===== config.mk =====
export PLATFORM = sky130hd
export DESIGN_NAME = rsq_request_sequencer
export DESIGN_NICKNAME = d
export VERILOG_FILES = /design/src/rtl/rsq_pkg.sv /design/src/rtl/rsq_rr_arbiter.sv /design/src/rtl/rsq_phase_reg.sv /design/src/rtl/rsq_request_sequencer.sv
export SDC_FILE = /design/constraint.sdc
export NUM_CORES = 1
export LEC_CHECK = 0
export BUFFER_PORTS_ARGS = -buffer_cell sky130_fd_sc_hd__buf_2
export CORE_ASPECT_RATIO = 1.5
export CORE_MARGIN = 2
export CORE_UTILIZATION = 40
export CTS_BUF_LIST = sky130_fd_sc_hd__clkbuf_4 sky130_fd_sc_hd__clkbuf_8 sky130_fd_sc_hd__clkbuf_16
export CTS_CLUSTER_DIAMETER = 50
export DETAILED_ROUTE_END_ITERATION = 8
export PLACE_DENSITY_LB_ADDON = 0.3
export SYNTH_ARGS = -nofsm -noshare
export SYNTH_HDL_FRONTEND = slang
export SYNTH_SLANG_ARGS = --single-unit

===== constraint.sdc =====
create_clock -name clk -period 2.86 [get_ports clk]
set_input_delay 0.858 -clock clk [delete_from_list [all_inputs] [get_ports clk]]
set_output_delay 0.858 -clock clk [all_outputs]
set_load 0.02 [all_outputs]

===== src/rtl/rsq_pkg.sv =====
package rsq_pkg;

  // Slot indices of the phase pipeline, in the order a transaction visits them
  localparam int ST_RSLV    = 0;
  localparam int ST_ADDR    = 1;
  localparam int ST_DCD     = 2;
  localparam int ST_ACK     = 3;
  localparam int NUM_STAGES = 4;

  localparam int MAX_CLI = 32;

  // Round-robin search: first set bit after position 'last', wrapping modulo n.
  // Returns -1 when no bit is set.
  function automatic int rr_pick(input logic [MAX_CLI-1:0] req, input int last, input int n);
    int res;
    int idx;
    res = -1;
    for (int k = 1; k <= MAX_CLI; k++) begin
      if (k <= n && res < 0) begin
        idx = (last + k) % n;
        if (req[idx]) res = idx;
      end
    end
    return res;
  endfunction

endpackage


===== src/rtl/rsq_rr_arbiter.sv =====
module rsq_rr_arbiter
  import rsq_pkg::*;
#(
  parameter int N_CLI = 4,
  localparam int CLI_W = $clog2(N_CLI)
) (
  input  logic             clk,
  input  logic             rst_n,
  input  logic [N_CLI-1:0] req_i,
  input  logic             take_i,
  output logic             any_o,
  output logic [CLI_W-1:0] win_o
);

  logic [CLI_W-1:0] last_q;
  int               pick;

  always_comb begin
    pick  = rr_pick(MAX_CLI'(req_i), int'(last_q), N_CLI);
    any_o = (pick >= 0);
    win_o = any_o ? CLI_W'(pick) : '0;
  end

  always_ff @(posedge clk) begin
    if (!rst_n)      last_q <= CLI_W'(N_CLI - 1);
    else if (take_i) last_q <= win_o;
  end

  AST_TAKE_HAS_WINNER: assert property (@(posedge clk) disable iff (!rst_n)
    take_i |-> any_o);
  AST_WIN_REQUESTED: assert property (@(posedge clk) disable iff (!rst_n)
    any_o |-> req_i[win_o]);
  AST_POINTER_MOVES: assert property (@(posedge clk) disable iff (!rst_n)
    take_i |=> (last_q == $past(win_o)));

endmodule


===== src/rtl/rsq_phase_reg.sv =====
module rsq_phase_reg #(
  parameter int W = 8
) (
  input  logic         clk,
  input  logic         rst_n,
  input  logic         load_i,
  input  logic         leave_i,
  input  logic [W-1:0] d_i,
  output logic         v_o,
  output logic [W-1:0] q_o
);

  always_ff @(posedge clk) begin
    if (!rst_n) begin
      v_o <= 1'b0;
      q_o <= '0;
    end else begin
      if (load_i)       v_o <= 1'b1;
      else if (leave_i) v_o <= 1'b0;
      if (load_i)       q_o <= d_i;
    end
  end

  AST_NO_OVERWRITE: assert property (@(posedge clk) disable iff (!rst_n)
    load_i |-> (!v_o || leave_i));
  AST_LEAVE_OCCUPIED: assert property (@(posedge clk) disable iff (!rst_n)
    leave_i |-> v_o);
  AST_HOLD_PAYLOAD: assert property (@(posedge clk) disable iff (!rst_n)
    (v_o && !leave_i) |=> (v_o && $stable(q_o)));

endmodule


===== src/rtl/rsq_request_sequencer.sv =====
module rsq_request_sequencer
  import rsq_pkg::*;
#(
  parameter int N_CLI  = 4,
  parameter int ADDR_W = 32,
  parameter int CMD_W  = 3,
  parameter int TAG_W  = 3,
  localparam int CLI_W = $clog2(N_CLI)
) (
  input  logic                    clk,
  input  logic                    rst_n,
  input  logic [N_CLI-1:0]        req_i,
  input  logic [N_CLI*CMD_W-1:0]  cmd_i,
  input  logic [N_CLI*ADDR_W-1:0] addr_i,
  input  logic                    tag_avail_i,
  input  logic [TAG_W-1:0]        tag_free_i,
  input  logic [N_CLI-1:0]        inhibit_i,
  output logic                    tag_pop_o,
  output logic [N_CLI-1:0]        grant_o,
  output logic [TAG_W-1:0]        grant_tag_o,
  output logic                    bus_valid_o,
  output logic [CLI_W-1:0]        bus_src_o,
  output logic [CMD_W-1:0]        bus_cmd_o,
  output logic [ADDR_W-1:0]       bus_addr_o,
  output logic [TAG_W-1:0]        bus_tag_o,
  output logic                    commit_o,
  output logic [TAG_W-1:0]        commit_tag_o,
  output logic                    ack_done_o,
  output logic [TAG_W-1:0]        ack_tag_o
);

  localparam int PW = CLI_W + TAG_W + CMD_W + ADDR_W;

  // Payload layout helpers: {src, tag, cmd, addr}
  function automatic logic [CLI_W-1:0] pl_src(input logic [PW-1:0] p);
    return p[PW-1 -: CLI_W];
  endfunction
  function automatic logic [TAG_W-1:0] pl_tag(input logic [PW-1:0] p);
    return p[ADDR_W+CMD_W +: TAG_W];
  endfunction
  function automatic logic [CMD_W-1:0] pl_cmd(input logic [PW-1:0] p);
    return p[ADDR_W +: CMD_W];
  endfunction
  function automatic logic [ADDR_W-1:0] pl_addr(input logic [PW-1:0] p);
    return p[ADDR_W-1:0];
  endfunction

  // Named internal events
  logic                  snoop_wait;
  logic [N_CLI-1:0]      eligible;
  logic                  arb_any;
  logic [CLI_W-1:0]      arb_win;
  logic                  arb_accept;
  logic [PW-1:0]         new_pl;

  logic [NUM_STAGES-1:0] st_v;
  logic [NUM_STAGES-1:0] st_load;
  logic [NUM_STAGES-1:0] st_leave;
  logic [NUM_STAGES-1:0] st_go;
  logic [NUM_STAGES-1:0] st_free;
  logic [PW-1:0]         st_d [NUM_STAGES];
  logic [PW-1:0]         st_q [NUM_STAGES];

  assign snoop_wait = |inhibit_i;

  // A client being shown its grant must not win again in the same cycle
  assign eligible = req_i & ~grant_o;

  rsq_rr_arbiter #(.N_CLI(N_CLI)) i_arb (
    .clk    (clk),
    .rst_n  (rst_n),
    .req_i  (eligible),
    .take_i (arb_accept),
    .any_o  (arb_any),
    .win_o  (arb_win)
  );

  assign arb_accept = arb_any & tag_avail_i & st_free[ST_RSLV];
  assign new_pl     = {arb_win, tag_free_i,
                       cmd_i[arb_win*CMD_W +: CMD_W],
                       addr_i[arb_win*ADDR_W +: ADDR_W]};

  // Phase slots with a backward ready chain from the acknowledge slot
  for (genvar k = 0; k < NUM_STAGES; k++) begin : g_slot
    if (k == NUM_STAGES-1) begin : g_tail
      assign st_go[k] = ~snoop_wait;
    end else begin : g_mid
      assign st_go[k] = st_free[k+1];
    end
    assign st_free[k]  = ~st_v[k] | st_go[k];
    assign st_leave[k] = st_v[k] & st_go[k];
    if (k == 0) begin : g_head
      assign st_load[k] = arb_accept;
      assign st_d[k]    = new_pl;
    end else begin : g_body
      assign st_load[k] = st_leave[k-1];
      assign st_d[k]    = st_q[k-1];
    end
    rsq_phase_reg #(.W(PW)) i_slot (
      .clk     (clk),
      .rst_n   (rst_n),
      .load_i  (st_load[k]),
      .leave_i (st_leave[k]),
      .d_i     (st_d[k]),
      .v_o     (st_v[k]),
      .q_o     (st_q[k])
    );
  end

  // Output decode per phase
  always_comb begin
    tag_pop_o = arb_accept;

    grant_o     = '0;
    grant_tag_o = '0;
    if (st_v[ST_RSLV]) begin
      grant_o[pl_src(st_q[ST_RSLV])] = 1'b1;
      grant_tag_o = pl_tag(st_q[ST_RSLV]);
    end

    bus_valid_o = st_v[ST_ADDR];
    bus_src_o   = st_v[ST_ADDR] ? pl_src(st_q[ST_ADDR])  : '0;
    bus_cmd_o   = st_v[ST_ADDR] ? pl_cmd(st_q[ST_ADDR])  : '0;
    bus_addr_o  = st_v[ST_ADDR] ? pl_addr(st_q[ST_ADDR]) : '0;
    bus_tag_o   = st_v[ST_ADDR] ? pl_tag(st_q[ST_ADDR])  : '0;

    commit_o     = st_leave[ST_DCD];
    commit_tag_o = st_v[ST_DCD] ? pl_tag(st_q[ST_DCD]) : '0;

    ack_done_o = st_leave[ST_ACK];
    ack_tag_o  = st_v[ST_ACK] ? pl_tag(st_q[ST_ACK]) : '0;
  end

  AST_GRANT_ONEHOT: assert property (@(posedge clk) disable iff (!rst_n)
    $onehot0(grant_o));
  AST_POP_THEN_GRANT: assert property (@(posedge clk) disable iff (!rst_n)
    tag_pop_o |=> (grant_o != '0 && grant_tag_o == $past(tag_free_i)));
  AST_NO_TAG_NO_POP: assert property (@(posedge clk) disable iff (!rst_n)
    !tag_avail_i |-> !tag_pop_o);
  AST_BUS_AFTER_GRANT: assert property (@(posedge clk) disable iff (!rst_n)
    (st_v[ST_RSLV] && st_leave[ST_RSLV]) |=> bus_valid_o);
  AST_ACK_STRETCH: assert property (@(posedge clk) disable iff (!rst_n)
    (st_v[ST_ACK] && snoop_wait) |=> (st_v[ST_ACK] && $stable(ack_tag_o)));
  AST_BUS_FROZEN: assert property (@(posedge clk) disable iff (!rst_n)
    (bus_valid_o && !st_leave[ST_ADDR]) |=>
      (bus_valid_o && $stable(bus_addr_o) && $stable(bus_tag_o)));
  AST_NO_REGRANT: assert property (@(posedge clk) disable iff (!rst_n)
    tag_pop_o |-> !grant_o[arb_win]);

endmodule


==> results of run 1 <==
[logic make-up (layout without fill, tap and decap cells)]
family                 after synthesis  count (layout)  share of synthesized area, %
and+or+nand+nor                    182             182                          18.4
DFF                                 92              92                          39.1
muxes                               74              74                          15.9
AOI/OAI and AO/OA                  138             138                          19.7
buffers and inverters               46             251                          6.95
[synthesized netlist by cell type, types with 3 or more instances]
| master | instances | area [sq um] |
|---|---|---|
| and2_1 | 50 | 313 |
| mux2i_1 | 71 | 711 |
| a21o_1 | 35 | 263 |
| nand3_1 | 4 | 20.0 |
| buf_12 | 4 | 80.1 |
| a21oi_1 | 52 | 260 |
| dfxtp_1 | 92 | 1840 |
| buf_6 | 5 | 56.3 |
| nand2_1 | 103 | 387 |
| buf_8 | 3 | 45.0 |
| nor2_1 | 11 | 41.3 |
| o22ai_1 | 36 | 225 |
| inv_1 | 5 | 18.8 |
| clkbuf_1 | 18 | 67.6 |
| buf_2 | 7 | 35.0 |
[layer usage]
metal  vias up  GRT usage (%)
met4         2           6.62
met5         -              0
met2       174           38.0
li1       2251              -
met1      2041           21.8
met3        20           3.52
[final cells by class]
cell class,count,area (sq um)
Clock inverter,4,75.1
Multi-Input combinational cell,394,2570
Inverter,6,25.0
Clock buffer,10,239
Timing Repair Buffer,231,1270
Tap cell,150,188
Sequential cell,92,1840
Fill cell,1119,5320
[stage by stage]
step                utilization (%)  hold slack, ns  area, sq um
CTS                            53.9           0.452         6210
finish                         53.9           0.449         6220
floorplan                         -           0.426         4710
global route                   53.9           0.462         6220
global placement               51.2           0.433         5900
detailed placement             51.2           0.439         5900
[report_power, final]
part / internal [mW] / leakage, nW / switching, mW / total (mW)
Sequential: 1.38 / 0.751 / 0.0589 / 1.44
Clock: 0.779 / 0.147 / 0.455 / 1.23
Combinational: 0.329 / 2.35 / 0.309 / 0.639
[worst paths after layout]
| check | start | endpoint | cells past startpoint |
|---|---|---|---|
| setup / recovery | req_i[2] | tag_pop_o | 7 |
| hold / removal | g_slot[3].i_slot.q_o[36] | g_slot[3].i_slot.q_o[36] | 2 |
| setup reg to reg | g_slot[0].i_slot.q_o[39] | g_slot[0].i_slot.q_o[25] | 8 |
| hold reg to reg | g_slot[3].i_slot.q_o[36] | g_slot[3].i_slot.q_o[36] | 2 |
[registers in the layout, indices dropped and copies added (netlist names)]
| signal | count |
|---|---|
| i_arb.last_q | 2 |
| g_slot.i_slot.v_o | 4 |
| g_slot.i_slot.q_o | 86 |
[worst max-delay path, cell delays in order]
cell      delay [ns]
buf_2           0.11
mux2_4          0.27
o32ai_2         0.23
a21bo_1         0.16
nand2b_4        0.13
inv_4           0.03
buf_2           0.14
==> impl.org, run 1 <==
** STA
- Derived from the worst setup path, the maximum achievable clock frequency is 0.358 GHz.
- Worst-margin pin slew :: 1.11 ns
- The worst path uses 97.6% of the clock period.
- The final count of hold timing violations was 0.
- Fin crit period :: 2.79 ns
- The worst path meets setup with 0.0691 ns of slack.
- Setup repair after global routing left no endpoint under its margin.
- Setup violations remaining at the end of the flow were counted as 0.
- The worst pin sits at a relative slew slack of 26.0%.
- For the final routed database, the setup TNS stands at 0 ns.
- Final max-slew violation count :: 0
- Clock tree skew after final layout :: 0.00678 ns

** Worst setup path
- In this run the worst path has a maximum fanout of 2.
- Data on the critical path is required at its endpoint by 2.00 ns.
- Endpoint class of the critical path :: primary output
- Internal reg-to-reg setup slack :: 0.51 ns
- Worst path arrival time :: 1.93 ns
- The critical path is of the in -> out type.
- Startpoint kind of the worst setup timing path :: primary input

** Routing
- Average routed wire per standard cell :: 14.1 um
- Starting DRT DRC Count :: 150
- Wire segments on met2 add up to 6620 um in the final route.
- Before antenna repair, the detailed router went through 4 iterations.
- Routed metal-1 wire length :: 4890 um
- Overall routed net length :: 12500 um
- Number of vias in the routed layout :: 4488
- After detailed routing, the number of remaining DRC violations is 0.
- The detailed router used layers up to and including met5.
- After detailed routing, the met3 layer carries 785 um of wire.
- Mean number of vias per cell :: 5.06
- DRT antenna net count :: 0

** Place
- The number of placed instances, taps included, is 873.
- The wire-length estimate of the detail-placed layout is 9350 um.
- Count of port buffers added during placement :: 210
- Timing analysis after detailed placement gives a worst setup slack of 0.0721 ns.
- Routability-driven placement finished with a final weighted congestion of 0.805.

** Clock tree
- Number of hold-repair buffers added at the cts stage :: 0
- CTS root buf :: clkbuf_16
- Post-CTS repair changed the size of 0 cells.
- Clock-pin slew was measured on the worst setup and hold paths at 0.06 ns.
- The clock reaches the later pin of the worst-skew pair after 0.33 ns.
- Buffers inserted during clock tree synthesis total 9.
- TritonCTS built the clock tree.
- Post-CTS setup buffers :: 0
- The H-tree generated during clock tree synthesis spans 3 levels.
- Number of buffers on the longest clock path :: 2
- Counting every sink on the clock net gives 92.

** Synth
- Count of unique library cells instantiated by Yosys :: 43
- The synthesized design contains 0 enable-type register cells.
- Count of mapped cells out of synthesis :: 532
- Flop and latch count out of synthesis :: 92
- Sequential area share after synthesis :: 39.1%
- FFs w/ async S/R, synth :: 0%
- The number of nets in the synthesized netlist is 686.
- The synthesized netlist occupies a cell area of 0.00471 sq mm.
- A synthesized cell averages 8.86 sq um.
- For this run, the number of Yosys warnings is 0.
- In the synthesized netlist the dominant register cell turns out to be dfxtp_1.

** Run status
- The flow ran to the end, and the final reports show no timing, DRC or antenna violations.

** Finish
- The count of cells in the finished layout, fillers not included, comes to 887.
- Area growth, synth to finish :: 31.8%
- Leaving out fill and tap cells, the most frequent cell in the layout is buf_2.
- Highest-count cells in the layout ignoring fill and taps :: buf_2, nand2_1, dfxtp_1
- At the end of the flow, the number of nets in the layout was 888.
- The number of antenna diodes in the final layout is 0.
- Of the cells placed in the final design, the portion with a size suffix greater than 1 is 35.7%.

** Global route
- Pin count of the biggest net entering global routing :: 57
- Global routing finished with a remaining overflow of 0.
- Wire length of the first global-routing pass :: 20100 um
- The initial antenna violation count is 1.
- Via count of the first global-routing pass :: 4266
- Across every metal layer, demand over resource in global routing totals 19.9%.

** Floorplan
- The initial utilization of the core area, before any placement, comes to 40.9%.
- Die footprint :: 0.0127 sq mm
- Measured along the x axis, the die boundary spans 92.6 um.
- Vert. Die Dim :: 137 um
- The floorplan has 48 rows.
- Pin placement for this block handled 211 I/O pins.
- In this run the standard cell core region covers 0.0115 sq mm.

** Power and ir drop
- Peak ir drop on the vdd network :: 0.274 mV
- Leakage power total :: 3.25 nW
- Power density normalized to cell area :: 532 mW/mm^2
- Power comes to 3.31 mW.

** Run
- Across the run, the number of max-cap violations was 0.

** Min path
- Kind of path behind the tightest hold check :: reg -> reg
Power figures use the tool's default switching activity.
==> inputs of run 2 (changes only) <==
--- a/config.mk
+++ b/config.mk
@@ -13,6 +13,7 @@
 export CTS_CLUSTER_DIAMETER = 50
 export DETAILED_ROUTE_END_ITERATION = 8
 export PLACE_DENSITY_LB_ADDON = 0.3
+export REMOVE_ABC_BUFFERS = 1
 export SYNTH_ARGS = -nofsm -noshare
 export SYNTH_HDL_FRONTEND = slang
 export SYNTH_SLANG_ARGS = --single-unit
==> run 2 against run 1 <==
  * Combinational power about the same
  * Worst setup slack got worse by 0.012 ns
  * Critical path depth unchanged
  * Non-clock buffer count increased by 3
  * Cell count increased by 0.56%
  * Maximum frequency decreased by 0.44%
  * Worst hold slack improved by 0.00084 ns
  * Critical path type unchanged
  * Critical endpoint unchanged
  * Largest power group unchanged
==> impl.org, run 2 (synthesis gave the netlist of run 1 again) <==
** Routing
- DRT antenna net count :: 0 (unchanged)
- Number of vias in the routed layout :: 4448 (was 4488)
- The number of design rule violations left after detail routing came to 0 (unchanged).
- The count of routing violations after the opening detailed-route iteration is 134 (was 150).
- Average routed wire per standard cell :: 13.8 um (was 14.1 um)
- The length of the first detailed-routing pass in iterations came to 4 (unchanged).
- The routed wire length is 12300 um (was 12500 um).
- The per-cell via count in the routed design came to 4.99 (was 5.06).

** Worst setup path
- RR Endpoint :: g_slot[0].i_slot.q_o[1] (was g_slot[0].i_slot.q_o[25])
- The reg-to-reg setup timing slack is 0.46 ns (was 0.51 ns).
- Dominant cell type by count on the critical path :: buf_2 (unchanged)
- Largest incremental delay on the critical path :: 0.26 ns (was 0.27 ns)
- The arrival time of data at the critical path endpoint was 1.95 ns (was 1.93 ns).
- Cell with the biggest individual delay on the critical path :: mux2_4 (unchanged)
- The critical setup path kind is in -> out (unchanged).
- Endpoint class of the critical path :: primary output (unchanged)
- The worst endpoint required time was 2.00 ns (about the same).
- The startpoint of the lowest-slack register-to-register path was g_slot[0].i_slot.q_o[39] (unchanged).
- Startpoint kind of the worst setup timing path :: primary input (unchanged)
- The number of cells traversed by the worst register-to-register path was 8 (unchanged).
- The worst setup path startpoint is req_i[2] (unchanged).
- Worst path cell trace :: buf_2, mux2_4, o32ai_2, a21bo_1, nand2b_4, inv_4, buf_2 (unchanged)
- Largest fanout on the critical path :: 2 (unchanged)

** Min path
- The worst hold endpoint is g_slot[1].i_slot.q_o[33] (was g_slot[3].i_slot.q_o[36]).
- The kind of path behind the tightest hold check is reg -> reg (unchanged).
- Hold depth :: 2 (unchanged)
- Launch instance of the worst min-delay path :: g_slot[1].i_slot.q_o[33] (was g_slot[3].i_slot.q_o[36])

** STA
- The worst slew slack as a fraction of its limit came to 29.7% (was 26.0%).
- The final critical-path required period was 2.80 ns (was 2.79 ns).
- The maximum frequency from static timing analysis is 0.357 GHz (was 0.358 GHz).
- The worst hold slack is 0.450 ns (was 0.449 ns).
- Clock tree skew after final layout :: 0.00692 ns (was 0.00678 ns)
- The total count of max-transition violations in the final report is 0 (unchanged).
- Worst-margin pin slew :: 1.05 ns (was 1.11 ns)
- The worst-case setup margin in the final layout is 0.0566 ns (was 0.0691 ns).
- Count of final setup violators :: 0 (unchanged)
- Final cycle utilization of the critical path :: 98.0% (was 97.6%)
- Total Neg Setup Slack :: 0 ns (unchanged)
- Final hold violations :: 0 (unchanged)
- RSZ-0062 raised after global routing: no (unchanged).

** Clock tree
- The total clock buffers created by CTS is 9 (unchanged).
- The sink count of the clock tree came to 92 (unchanged).
- Post-CTS setup buffers :: 0 (unchanged)
- Clk_lat worst skew :: 0.34 ns (was 0.33 ns)
- Maximum level of the CTS H-tree :: 3 (unchanged)
- Number of buffers on the longest clock path :: 2 (unchanged)
- CTS tree :: built (unchanged)
- CTS root buf :: clkbuf_16 (unchanged)
- Register clock-pin slew on the reported worst setup and hold paths :: 0.06 ns (about the same)

** Floorplan
- Die width :: 92.6 um (unchanged)
- Vert. Die Dim :: 137 um (unchanged)
- Core ar. :: 0.0115 sq mm (unchanged)
- The count of boundary I/O pins is 211 (unchanged).
- Initial cell density of the core :: 40.9% (unchanged)
- The site row count was 48 (unchanged).
- Die footprint :: 0.0127 sq mm (unchanged)

** Run
- The max-cap violation count was 0 (unchanged).

** Power and ir drop
- The leakage power came to 3.29 nW (was 3.25 nW).
- Power density normalized to cell area :: 546 mW/mm^2 (was 532 mW/mm^2)
- Overall power after layout :: 3.42 mW (was 3.31 mW)
- Peak ir drop on the vdd network :: 0.336 mV (was 0.274 mV)

** Run status
- Run status :: completed (unchanged)

** Finish
- The number of flip-flops in the largest register was 86 (unchanged).
- Register with the most flip-flops :: g_slot.i_slot.q_o (unchanged)
- Antenna diode instance count :: 0 (unchanged)
- The fraction of layout cells with a size suffix above 1 is 36.1% (was 35.7%).
- The synthesis-to-layout area growth came to 33.0% (was 31.8%).
- Registers with the highest flip-flop counts :: g_slot.i_slot.q_o: 86 flops, g_slot.i_slot.v_o: 4 flops, i_arb.last_q: 2 flops (unchanged)
- The commonest non-fill, non-tap cell in the layout was buf_2 (unchanged).
- The final design area excluding fillers is 0.00627 sq mm (was 0.00622 sq mm).
- Highest-count cells in the layout ignoring fill and taps :: buf_2, nand2_1, dfxtp_1 (unchanged)
- The number of nets in the final layout came to 891 (was 888).

** Global route
- The maximum number of pins on one net before global-route repair was 41 (was 57).
- GRT Total Usage :: 19.1% (was 19.9%)
- Wire length of the first global-routing pass :: 19500 um (was 20100 um)
- The sum of overflow across all layers after global routing was 0 (unchanged).
- Antenna violations before repair :: 0 (was 1)
- Via count of the first global-routing pass :: 4346 (was 4266)

** Place
- The placed cell area is 0.00592 sq mm (was 0.00590 sq mm).
- The count of port buffers added during placement came to 210 (unchanged).
- Post-Place Setup Slack :: 0.0501 ns (was 0.0721 ns)
- The routability congestion estimate from global placement came to 0.766 (was 0.805).
- The placed wire-length estimate after detailed placement came to 9010 um (was 9350 um).
==> run 2: cell types whose count changed in the layout (fill, tap and decap cells not counted), sizes merged <==
cell	previous run	this run
buf	231	234
bufinv	2	3
clkinv	0	1
clkinvlp	2	1
inv	6	7
==> run 2: routing by layer <==
metal / vias to the layer above / part of all wire (%) / routed length, um / global-route usage, %
met4: 0 / 2.5 / 309 / 8.09
li1: 2258 / - / - / -
met3: 23 / 4.2 / 522 / 3.74
met5: - / 0 / 0 / 0
met1: 2039 / 40 / 4920 / 20.9
met2: 128 / 53 / 6550 / 35.7
==> run 2: timing repair <==
item / in CTS / in global routing
endpoints found under the setup margin: 0 / 1
resized for setup: 0 / 1
hold buffers: 0 / 0
==> run 2: worst max path at each step <==
stage	to	slack, ns	cells past startpoint
6_report	tag_pop_o	0.06	7
3_3_place_gp	tag_pop_o	0.08	7
3_5_place_dp	tag_pop_o	0.05	7
4_1_cts	tag_pop_o	0.05	7
2_1_floorplan	g_slot[0].i_slot.q_o[0]	-1.88	6
5_1_grt	tag_pop_o	0.02	7
==> run 2: final cells by class <==
class	instances	area [sq um]
Clock buffer	10	233
Tap cell	150	188
Clock inverter	6	111
Fill cell	1101	5260
Sequential cell	92	1840
Timing Repair Buffer	234	1290
Inverter	6	25.0
Multi-Input combinational cell	394	2570
==> run 2: power breakdown <==
| group | internal [mW] | switching (mW) | leakage (nW) |
|---|---|---|---|
| registers | 1.38 | 0.0586 | 0.751 |
| clock network | 0.865 | 0.482 | 0.166 |
| logic | 0.333 | 0.305 | 2.37 |
| total | 2.57 | 0.846 | 3.29 |
==> run 2: critical path, delay by kind of cell <==
| kind | cells | cell delay, ns |
|---|---|---|
| mux | 1 | 0.26 |
| simple gates | 1 | 0.14 |
| compound gates | 2 | 0.40 |
| buf+inv | 3 | 0.28 |
==> run 2: metrics by stage <==
stage | std cells | utilization, %
3_3_place_gp | 876 | 51.4
3_5_place_dp | 876 | 51.4
4_1_cts | 892 | 54.4
2_1_floorplan | 492 | -
6_report | 892 | 54.4
5_1_grt | 892 | 54.4
